`config.mk`:
```
export PLATFORM = sky130hd
export DESIGN_NAME = expr_stack_exec
export DESIGN_NICKNAME = d
export VERILOG_FILES = /design/src/rtl/expr_exec_pkg.sv /design/src/rtl/exec_alu.sv /design/src/rtl/exec_stack.sv /design/src/rtl/exec_decode.sv /design/src/rtl/exec_result.sv /design/src/rtl/expr_stack_exec.sv
export SDC_FILE = /design/constraint.sdc
export NUM_CORES = 2
export LEC_CHECK = 0
export BUFFER_PORTS_ARGS = -buffer_cell sky130_fd_sc_hd__buf_2
export CAP_MARGIN = 20
export CELL_PAD_IN_SITES_DETAIL_PLACEMENT = 1
export CELL_PAD_IN_SITES_GLOBAL_PLACEMENT = 2
export CORE_ASPECT_RATIO = 1.2
export CORE_MARGIN = 5
export CORE_UTILIZATION = 40
export DETAILED_ROUTE_END_ITERATION = 7
export MAX_ROUTING_LAYER = met4
export PLACE_DENSITY_LB_ADDON = 0.2
export SETUP_SLACK_MARGIN = 0.5
export SLEW_MARGIN = 25
export SYNTH_ARGS = -nofsm -noshare
export SYNTH_HDL_FRONTEND = slang
export SYNTH_HIERARCHICAL = 1
export SYNTH_SLANG_ARGS = --single-unit
```
`constraint.sdc`:
```
create_clock -name clk_i -period 9.38 [get_ports clk_i]
set_clock_uncertainty 0.1 [all_clocks]
set_input_delay 1.876 -clock clk_i [delete_from_list [all_inputs] [get_ports clk_i]]
set_output_delay 1.876 -clock clk_i [all_outputs]
set_load 0.01 [all_outputs]
```
`src/rtl/expr_exec_pkg.sv`:
```
`timescale 1ns/1ps
package expr_exec_pkg;
  localparam int unsigned KIND_W  = 2;
  localparam int unsigned OP_W    = 4;
  localparam int unsigned DATA_W  = 24;
  localparam int unsigned INSTR_W = KIND_W + OP_W + DATA_W;

  typedef enum logic [KIND_W-1:0] {
    K_PUSH_IMM = 2'd0,
    K_PUSH_MEM = 2'd1,
    K_OPER     = 2'd2,
    K_SEND     = 2'd3
  } kind_e;

  typedef enum logic [1:0] {
    STK_HOLD = 2'd0,
    STK_PUSH = 2'd1,
    STK_FOLD = 2'd2
  } stk_op_e;

  typedef enum logic [1:0] {
    WSEL_IMM = 2'd0,
    WSEL_MEM = 2'd1,
    WSEL_ALU = 2'd2
  } wsel_e;

  localparam logic [OP_W-1:0] OP_ADD  = 4'd0;
  localparam logic [OP_W-1:0] OP_SUB  = 4'd1;
  localparam logic [OP_W-1:0] OP_AND  = 4'd2;
  localparam logic [OP_W-1:0] OP_OR   = 4'd3;
  localparam logic [OP_W-1:0] OP_XOR  = 4'd4;
  localparam logic [OP_W-1:0] OP_SHL  = 4'd5;
  localparam logic [OP_W-1:0] OP_SHR  = 4'd6;
  localparam logic [OP_W-1:0] OP_MUL  = 4'd7;
  localparam logic [OP_W-1:0] OP_LTU  = 4'd8;
  localparam logic [OP_W-1:0] OP_EQ   = 4'd9;
  localparam logic [OP_W-1:0] OP_MINU = 4'd10;
  localparam logic [OP_W-1:0] OP_MAXU = 4'd11;
  localparam logic [OP_W-1:0] OP_ANDN = 4'd12;
  localparam logic [OP_W-1:0] OP_LTS  = 4'd13;
  localparam logic [OP_W-1:0] OP_SRA  = 4'd14;
  localparam logic [OP_W-1:0] OP_LEFT = 4'd15;
endpackage

```
`src/rtl/exec_alu.sv`:
```
`timescale 1ns/1ps
module exec_alu
  import expr_exec_pkg::*;
(
  input  logic [OP_W-1:0]   op_i,
  input  logic [DATA_W-1:0] lhs_i,
  input  logic [DATA_W-1:0] rhs_i,
  output logic [DATA_W-1:0] res_o
);
  localparam int unsigned SH_W = 5;

  logic [SH_W-1:0] shamt;
  assign shamt = rhs_i[SH_W-1:0];

  always_comb begin
    res_o = lhs_i;
    unique case (op_i)
      OP_ADD:  res_o = lhs_i + rhs_i;
      OP_SUB:  res_o = lhs_i - rhs_i;
      OP_AND:  res_o = lhs_i & rhs_i;
      OP_OR:   res_o = lhs_i | rhs_i;
      OP_XOR:  res_o = lhs_i ^ rhs_i;
      OP_SHL:  res_o = lhs_i << shamt;
      OP_SHR:  res_o = lhs_i >> shamt;
      OP_MUL:  res_o = lhs_i * rhs_i;
      OP_LTU:  res_o = DATA_W'(lhs_i < rhs_i);
      OP_EQ:   res_o = DATA_W'(lhs_i == rhs_i);
      OP_MINU: res_o = (lhs_i < rhs_i) ? lhs_i : rhs_i;
      OP_MAXU: res_o = (lhs_i > rhs_i) ? lhs_i : rhs_i;
      OP_ANDN: res_o = lhs_i & ~rhs_i;
      OP_LTS:  res_o = DATA_W'($signed(lhs_i) < $signed(rhs_i));
      OP_SRA:  res_o = DATA_W'($signed(lhs_i) >>> shamt);
      OP_LEFT: res_o = lhs_i;
      default: res_o = lhs_i;
    endcase
  end
endmodule

```
`src/rtl/exec_stack.sv`:
```
`timescale 1ns/1ps
module exec_stack
  import expr_exec_pkg::*;
#(
  parameter int unsigned DEPTH = 16,
  localparam int unsigned PTR_W = $clog2(DEPTH),
  localparam int unsigned CNT_W = $clog2(DEPTH + 1)
) (
  input  logic              clk_i,
  input  logic              rst_ni,
  input  stk_op_e           op_i,
  input  logic [DATA_W-1:0] wdata_i,
  output logic [DATA_W-1:0] top_o,
  output logic [DATA_W-1:0] nxt_o,
  output logic [CNT_W-1:0]  cnt_o
);
  logic [DATA_W-1:0] mem_q [DEPTH];
  logic [CNT_W-1:0]  cnt_q;
  logic [PTR_W-1:0]  top_idx, nxt_idx, free_idx;

  assign free_idx = PTR_W'(cnt_q);
  assign top_idx  = PTR_W'(cnt_q - CNT_W'(1));
  assign nxt_idx  = PTR_W'(cnt_q - CNT_W'(2));

  assign top_o = mem_q[top_idx];
  assign nxt_o = mem_q[nxt_idx];
  assign cnt_o = cnt_q;

  // storage carries no reset; the count guards every read
  always_ff @(posedge clk_i) begin
    unique case (op_i)
      STK_PUSH: mem_q[free_idx] <= wdata_i;
      STK_FOLD: mem_q[nxt_idx]  <= wdata_i;
      default: ;
    endcase
  end

  always_ff @(posedge clk_i or negedge rst_ni) begin
    if (!rst_ni) begin
      cnt_q <= '0;
    end else begin
      unique case (op_i)
        STK_PUSH: cnt_q <= cnt_q + CNT_W'(1);
        STK_FOLD: cnt_q <= cnt_q - CNT_W'(1);
        default: ;
      endcase
    end
  end
endmodule

```
`src/rtl/exec_decode.sv`:
```
`timescale 1ns/1ps
module exec_decode
  import expr_exec_pkg::*;
#(
  parameter int unsigned DEPTH = 16,
  localparam int unsigned CNT_W = $clog2(DEPTH + 1)
) (
  input  logic             instr_valid_i,
  input  kind_e            kind_i,
  input  logic [CNT_W-1:0] cnt_i,
  input  logic             opnd_valid_i,
  input  logic             out_busy_i,
  output logic             instr_pop_o,
  output logic             opnd_pop_o,
  output stk_op_e          stk_op_o,
  output wsel_e            wsel_o,
  output logic             send_o,
  output logic             err_o
);
  logic full, empty, short;

  assign full  = (cnt_i == CNT_W'(DEPTH));
  assign empty = (cnt_i == '0);
  assign short = (cnt_i < CNT_W'(2));

  always_comb begin
    instr_pop_o = 1'b0;
    opnd_pop_o  = 1'b0;
    stk_op_o    = STK_HOLD;
    wsel_o      = WSEL_IMM;
    send_o      = 1'b0;
    err_o       = 1'b0;
    if (instr_valid_i) begin
      unique case (kind_i)
        K_PUSH_IMM: begin
          instr_pop_o = 1'b1;
          if (full) err_o = 1'b1;
          else stk_op_o = STK_PUSH;
        end
        K_PUSH_MEM: begin
          wsel_o = WSEL_MEM;
          if (full) begin
            instr_pop_o = 1'b1;
            err_o       = 1'b1;
          end else if (opnd_valid_i) begin
            instr_pop_o = 1'b1;
            opnd_pop_o  = 1'b1;
            stk_op_o    = STK_PUSH;
          end
        end
        K_OPER: begin
          instr_pop_o = 1'b1;
          wsel_o      = WSEL_ALU;
          if (short) err_o = 1'b1;
          else stk_op_o = STK_FOLD;
        end
        K_SEND: begin
          // underflow drops at once, even while the output is busy
          if (empty) begin
            instr_pop_o = 1'b1;
            err_o       = 1'b1;
          end else if (!out_busy_i) begin
            instr_pop_o = 1'b1;
            send_o      = 1'b1;
          end
        end
        default: ;
      endcase
    end
  end
endmodule

```
`src/rtl/exec_result.sv`:
```
`timescale 1ns/1ps
module exec_result
  import expr_exec_pkg::*;
(
  input  logic              clk_i,
  input  logic              rst_ni,
  input  logic              send_i,
  input  logic [DATA_W-1:0] data_i,
  output logic              push_o,
  output logic [DATA_W-1:0] data_o
);
  logic              push_q;
  logic [DATA_W-1:0] data_q;

  always_ff @(posedge clk_i or negedge rst_ni) begin
    if (!rst_ni) begin
      push_q <= 1'b0;
      data_q <= '0;
    end else begin
      push_q <= send_i;
      if (send_i) data_q <= data_i;
    end
  end

  assign push_o = push_q;
  assign data_o = data_q;
endmodule

```
`src/rtl/expr_stack_exec.sv`:
```
`timescale 1ns/1ps
module expr_stack_exec
  import expr_exec_pkg::*;
#(
  parameter int unsigned DEPTH = 16
) (
  input  logic               clk_i,
  input  logic               rst_ni,
  input  logic               instr_valid_i,
  input  logic [INSTR_W-1:0] instr_i,
  output logic               instr_pop_o,
  input  logic               opnd_valid_i,
  input  logic [DATA_W-1:0]  opnd_i,
  output logic               opnd_pop_o,
  input  logic               res_full_i,
  output logic               res_push_o,
  output logic [DATA_W-1:0]  res_data_o,
  output logic               err_o
);
  localparam int unsigned CNT_W = $clog2(DEPTH + 1);

  kind_e             kind;
  logic [OP_W-1:0]   op;
  logic [DATA_W-1:0] lit;

  assign kind = kind_e'(instr_i[INSTR_W-1 -: KIND_W]);
  assign op   = instr_i[DATA_W +: OP_W];
  assign lit  = instr_i[DATA_W-1:0];

  stk_op_e           stk_op;
  wsel_e             wsel;
  logic              send, err_set, out_busy;
  logic [DATA_W-1:0] top, nxt, alu_res, wdata;
  logic [CNT_W-1:0]  cnt;
  logic              err_q;

  assign out_busy = res_full_i | res_push_o;

  exec_decode #(.DEPTH(DEPTH)) u_decode (
    .instr_valid_i(instr_valid_i),
    .kind_i       (kind),
    .cnt_i        (cnt),
    .opnd_valid_i (opnd_valid_i),
    .out_busy_i   (out_busy),
    .instr_pop_o  (instr_pop_o),
    .opnd_pop_o   (opnd_pop_o),
    .stk_op_o     (stk_op),
    .wsel_o       (wsel),
    .send_o       (send),
    .err_o        (err_set)
  );

  exec_alu u_alu (
    .op_i (op),
    .lhs_i(nxt),
    .rhs_i(top),
    .res_o(alu_res)
  );

  always_comb begin
    unique case (wsel)
      WSEL_MEM: wdata = opnd_i;
      WSEL_ALU: wdata = alu_res;
      default:  wdata = lit;
    endcase
  end

  exec_stack #(.DEPTH(DEPTH)) u_stack (
    .clk_i  (clk_i),
    .rst_ni (rst_ni),
    .op_i   (stk_op),
    .wdata_i(wdata),
    .top_o  (top),
    .nxt_o  (nxt),
    .cnt_o  (cnt)
  );

  exec_result u_result (
    .clk_i (clk_i),
    .rst_ni(rst_ni),
    .send_i(send),
    .data_i(top),
    .push_o(res_push_o),
    .data_o(res_data_o)
  );

  always_ff @(posedge clk_i or negedge rst_ni) begin
    if (!rst_ni) err_q <= 1'b0;
    else if (err_set) err_q <= 1'b1;
  end

  assign err_o = err_q;
endmodule

```
==> flow_summary.yaml <==
run_status:
  status: "completed"
setup_path:
  cp_slowest_cell: "fa_1"
  cpMostUsedCell: "fa_1"
  worstPathRequired_ns: 9.59
  crit_type: "reg2reg"
  startpoint: "u_stack/cnt_o[0]$_DFFE_PN0P_"
  crit_family: "adder cells"
  r2r_setup_slack_ns: 0.51
  worstPathMaxFanout: 16
  worstSetupStartpointType: "flip-flop"
  endpoint_kind: "flip-flop"
  critical_path_buf_inv_count: 13
  r2r_cells: 37
  crit_cells: 37
  critPathMaxStageDelay_ns: 0.52
  cp-endpoint: "u_stack/mem_q[0][23]$_DFFE_PP_"
  regToRegEndpoint: "u_stack/mem_q[0][23]$_DFFE_PP_"
  arrival_ns: 9.08
  r2r_start: "u_stack/cnt_o[0]$_DFFE_PN0P_"
route:
  num_vias: 29000
  drc: 0
  antenna_left: 0
  wl_per_cell_um: 34.9
  finalWirelength_um: 162000
  dr.pass1.iters: 5
  via_per_inst: 6.23
  drtIter0Drc: 2740
logic_synthesis:
  yosysTopAreaCellShare_pct: 32.6
  yosysTopAreaCell: "edfxtp_1"
  synth_area_leaders: "edfxtp_1 33%, mux4_2 14%, fa_1 12%, ha_1 5.8%, inv_1 3.8%"
  netlist_area_um2: 35400
  synth_commonest_cells: "384 x edfxtp_1, 356 x inv_1, 329 x nor2_1, 284 x nand2_1, 217 x mux4_2"
  syn_area_per_cell_um2: 11.1
  synthArstFlopShare_pct: 7.47
  synthCells: 3182
  synth.distinct_cells: 92
  synth-edff-count: 384
  yosysMostFrequentCell: "edfxtp_1"
  yosys_warnings: 6
  synth_ff_type: "edfxtp_1"
  yosysSeqAreaShare_pct: 34.8
  postSynthNetCount: 3620
  ys_ff_latch: 415
clock_network:
  hold_buffers: 0
  cts_max_path_buffers: 3
  htree_levels: 2
  cts_made_buffers: 38
  clock_sinks: 415
  clk_pin_slew_ns: 0.08
  cts_tree: "yes"
  cts_root_buffer: "clkbuf_16"
  clk_latency_ns: 0.57
sta:
  worstMarginPinSlew_ns: 1.08
  setup_violations: 0
  holdWs_ns: 0.397
  min_period_ns: 8.87
  slew_viol_final: 0
  slew_headroom_pct: 28.2
  post-route-period-util_pct: 94.6
  grt_setup_unrepaired: "yes"
  hold_viol: 0
  fmax_mhz: 113
die:
  initial_utilization_pct: 40.3
  fp.dieH_um: 336
  die_area_um2: 94600
  fp.dieW_um: 282
  core-area_um2: 87800
  io_pins: 87
  num_rows: 119
min_path:
  hold_path.class: "reg2reg"
global_routing:
  busiest_layer: "met2"
  overflow: 0
  grt_pass1_wl_um: 228000
  grt_pass1_vias: 30900
  grt_max_degree: 56
  use_met3_pct: 3.66
  antenna_found_initial: 6
  grt_usage_pct: 34.7
  grt_use_met2_pct: 59.0
  grtUsageMet1_pct: 40.5
placed_design:
  portBuffers: 86
  gp_congestion: 0.996
  dpl.cell_count: 4515
  dp_hpwl_um: 121000
job:
  max-cap-violations: 0
final_layout:
  finalNonFillerCells: 4659
  area_delta_synth_final_pct: 18.3
  layout-drive-gt1-share_pct: 27.1
  finalNetCount: 3913
-- kinds of logic (layout without fill, tap and decap cells) --
logic type	after synthesis	after routing	share of synthesized area, %
muxes	311	311	16.8
xor gates and xnor gates	93	93	2.36
and+or+nand+nor	790	790	9.52
adders and majority gates	379	379	18.0
AOI/OAI and AO/OA	601	602	11.5
other	0	6	0
DFF	415	415	34.8
buffers and inverters	593	914	7.08
-- how the worst min path moves through the flow --
stage,from,to,slack [ns],cells after the start
after floorplan,u_stack/cnt_o[4]$_DFFE_PN0P_,u_stack/cnt_o[4]$_DFFE_PN0P_,0.41,1
after global placement,err_o$_DFFE_PN0P_,err_o$_DFFE_PN0P_,0.36,1
after detailed placement,err_o$_DFFE_PN0P_,err_o$_DFFE_PN0P_,0.39,1
after CTS,err_o$_DFFE_PN0P_,err_o$_DFFE_PN0P_,0.40,1
after global routing,err_o$_DFFE_PN0P_,err_o$_DFFE_PN0P_,0.42,1
final,err_o$_DFFE_PN0P_,err_o$_DFFE_PN0P_,0.40,1
-- cells in the final DEF (no fill, tap or decap), drive strengths merged, types with 7 or more instances in the layout --
cell type  count
buf          470
o221ai        13
o22ai         29
mux2i         61
nand3         27
nand2b        15
o21a          11
a221o         17
inv          358
and2           7
xnor2         72
mux2          33
xor2          20
a21o          11
a32oi         10
nor2         329
o31ai          8
a211oi        41
clkinv        19
a21oi        131
nor2b         35
nand2        285
mux4         217
clkbuf        54
nor3          42
a221oi        30
dfrtp         31
o21ai        118
a22oi         82
edfxtp       384
or3           15
ha           164
o211ai        18
fa           215
a31oi         20
-- per-stage QoR --
step / cell area, um^2 / util, % / worst slack, ns / setup TNS (ns)
4_1_cts: 41200 / 46.9 / 0.458 / 0
2_1_floorplan: 35600 / - / 0.524 / 0
3_5_place_dp: 39100 / 44.5 / -0.143 / -2.27
3_3_place_gp: 39100 / 44.5 / -0.0314 / -0.499
5_1_grt: 41900 / 47.7 / 0.262 / 0
6_report: 41900 / 47.7 / 0.510 / 0
-- final cells by class --
type	instances	area [um^2]
diodes	6	15.0
clock buffers	51	1070
clock inverters	18	246
fillers	9352	45900
inverters	370	1410
multi-input cells	2175	21400
flip-flops and latches	415	12300
well taps	1149	1440
repair buffers	475	3980
-- state kept, by name, indices dropped and copies added, names as in the netlist --
| name | flops |
|---|---|
| u_result/push_o | 1 |
| u_stack/mem_q | 384 |
| err_o | 1 |
| u_stack/cnt_o | 5 |
| u_result/data_o | 24 |
-- worst reg2reg max path: cells and delay by family (launching register included) --
family                     cells  cell delay [ns]
adders and majority gates      9             3.99
and+or+nand+nor                2             0.15
AOI/OAI and AO/OA              9             1.51
xor gates and xnor gates       2             0.30
buffers and inverters         13             1.53
muxes                          2             0.54
DFF                            1             0.51
-- what timing repair did --
action	in CTS	in global routing
gates cloned	3	3
pin swaps	23	23
setup endpoints to repair	208	208
resized for setup	103	71
setup buffers	31	32
-- routing by layer --
| metal | share of wire [%] | vias up |
|---|---|---|
| met5 | 0 | - |
| met4 | 7.4 | 0 |
| met3 | 5.4 | 450 |
| met2 | 50 | 1301 |
| met1 | 37 | 15200 |
| li1 | - | 12100 |
Power is not shown: default switching activity piles up to over one toggle a cycle in this logic, so the estimate is an artifact.
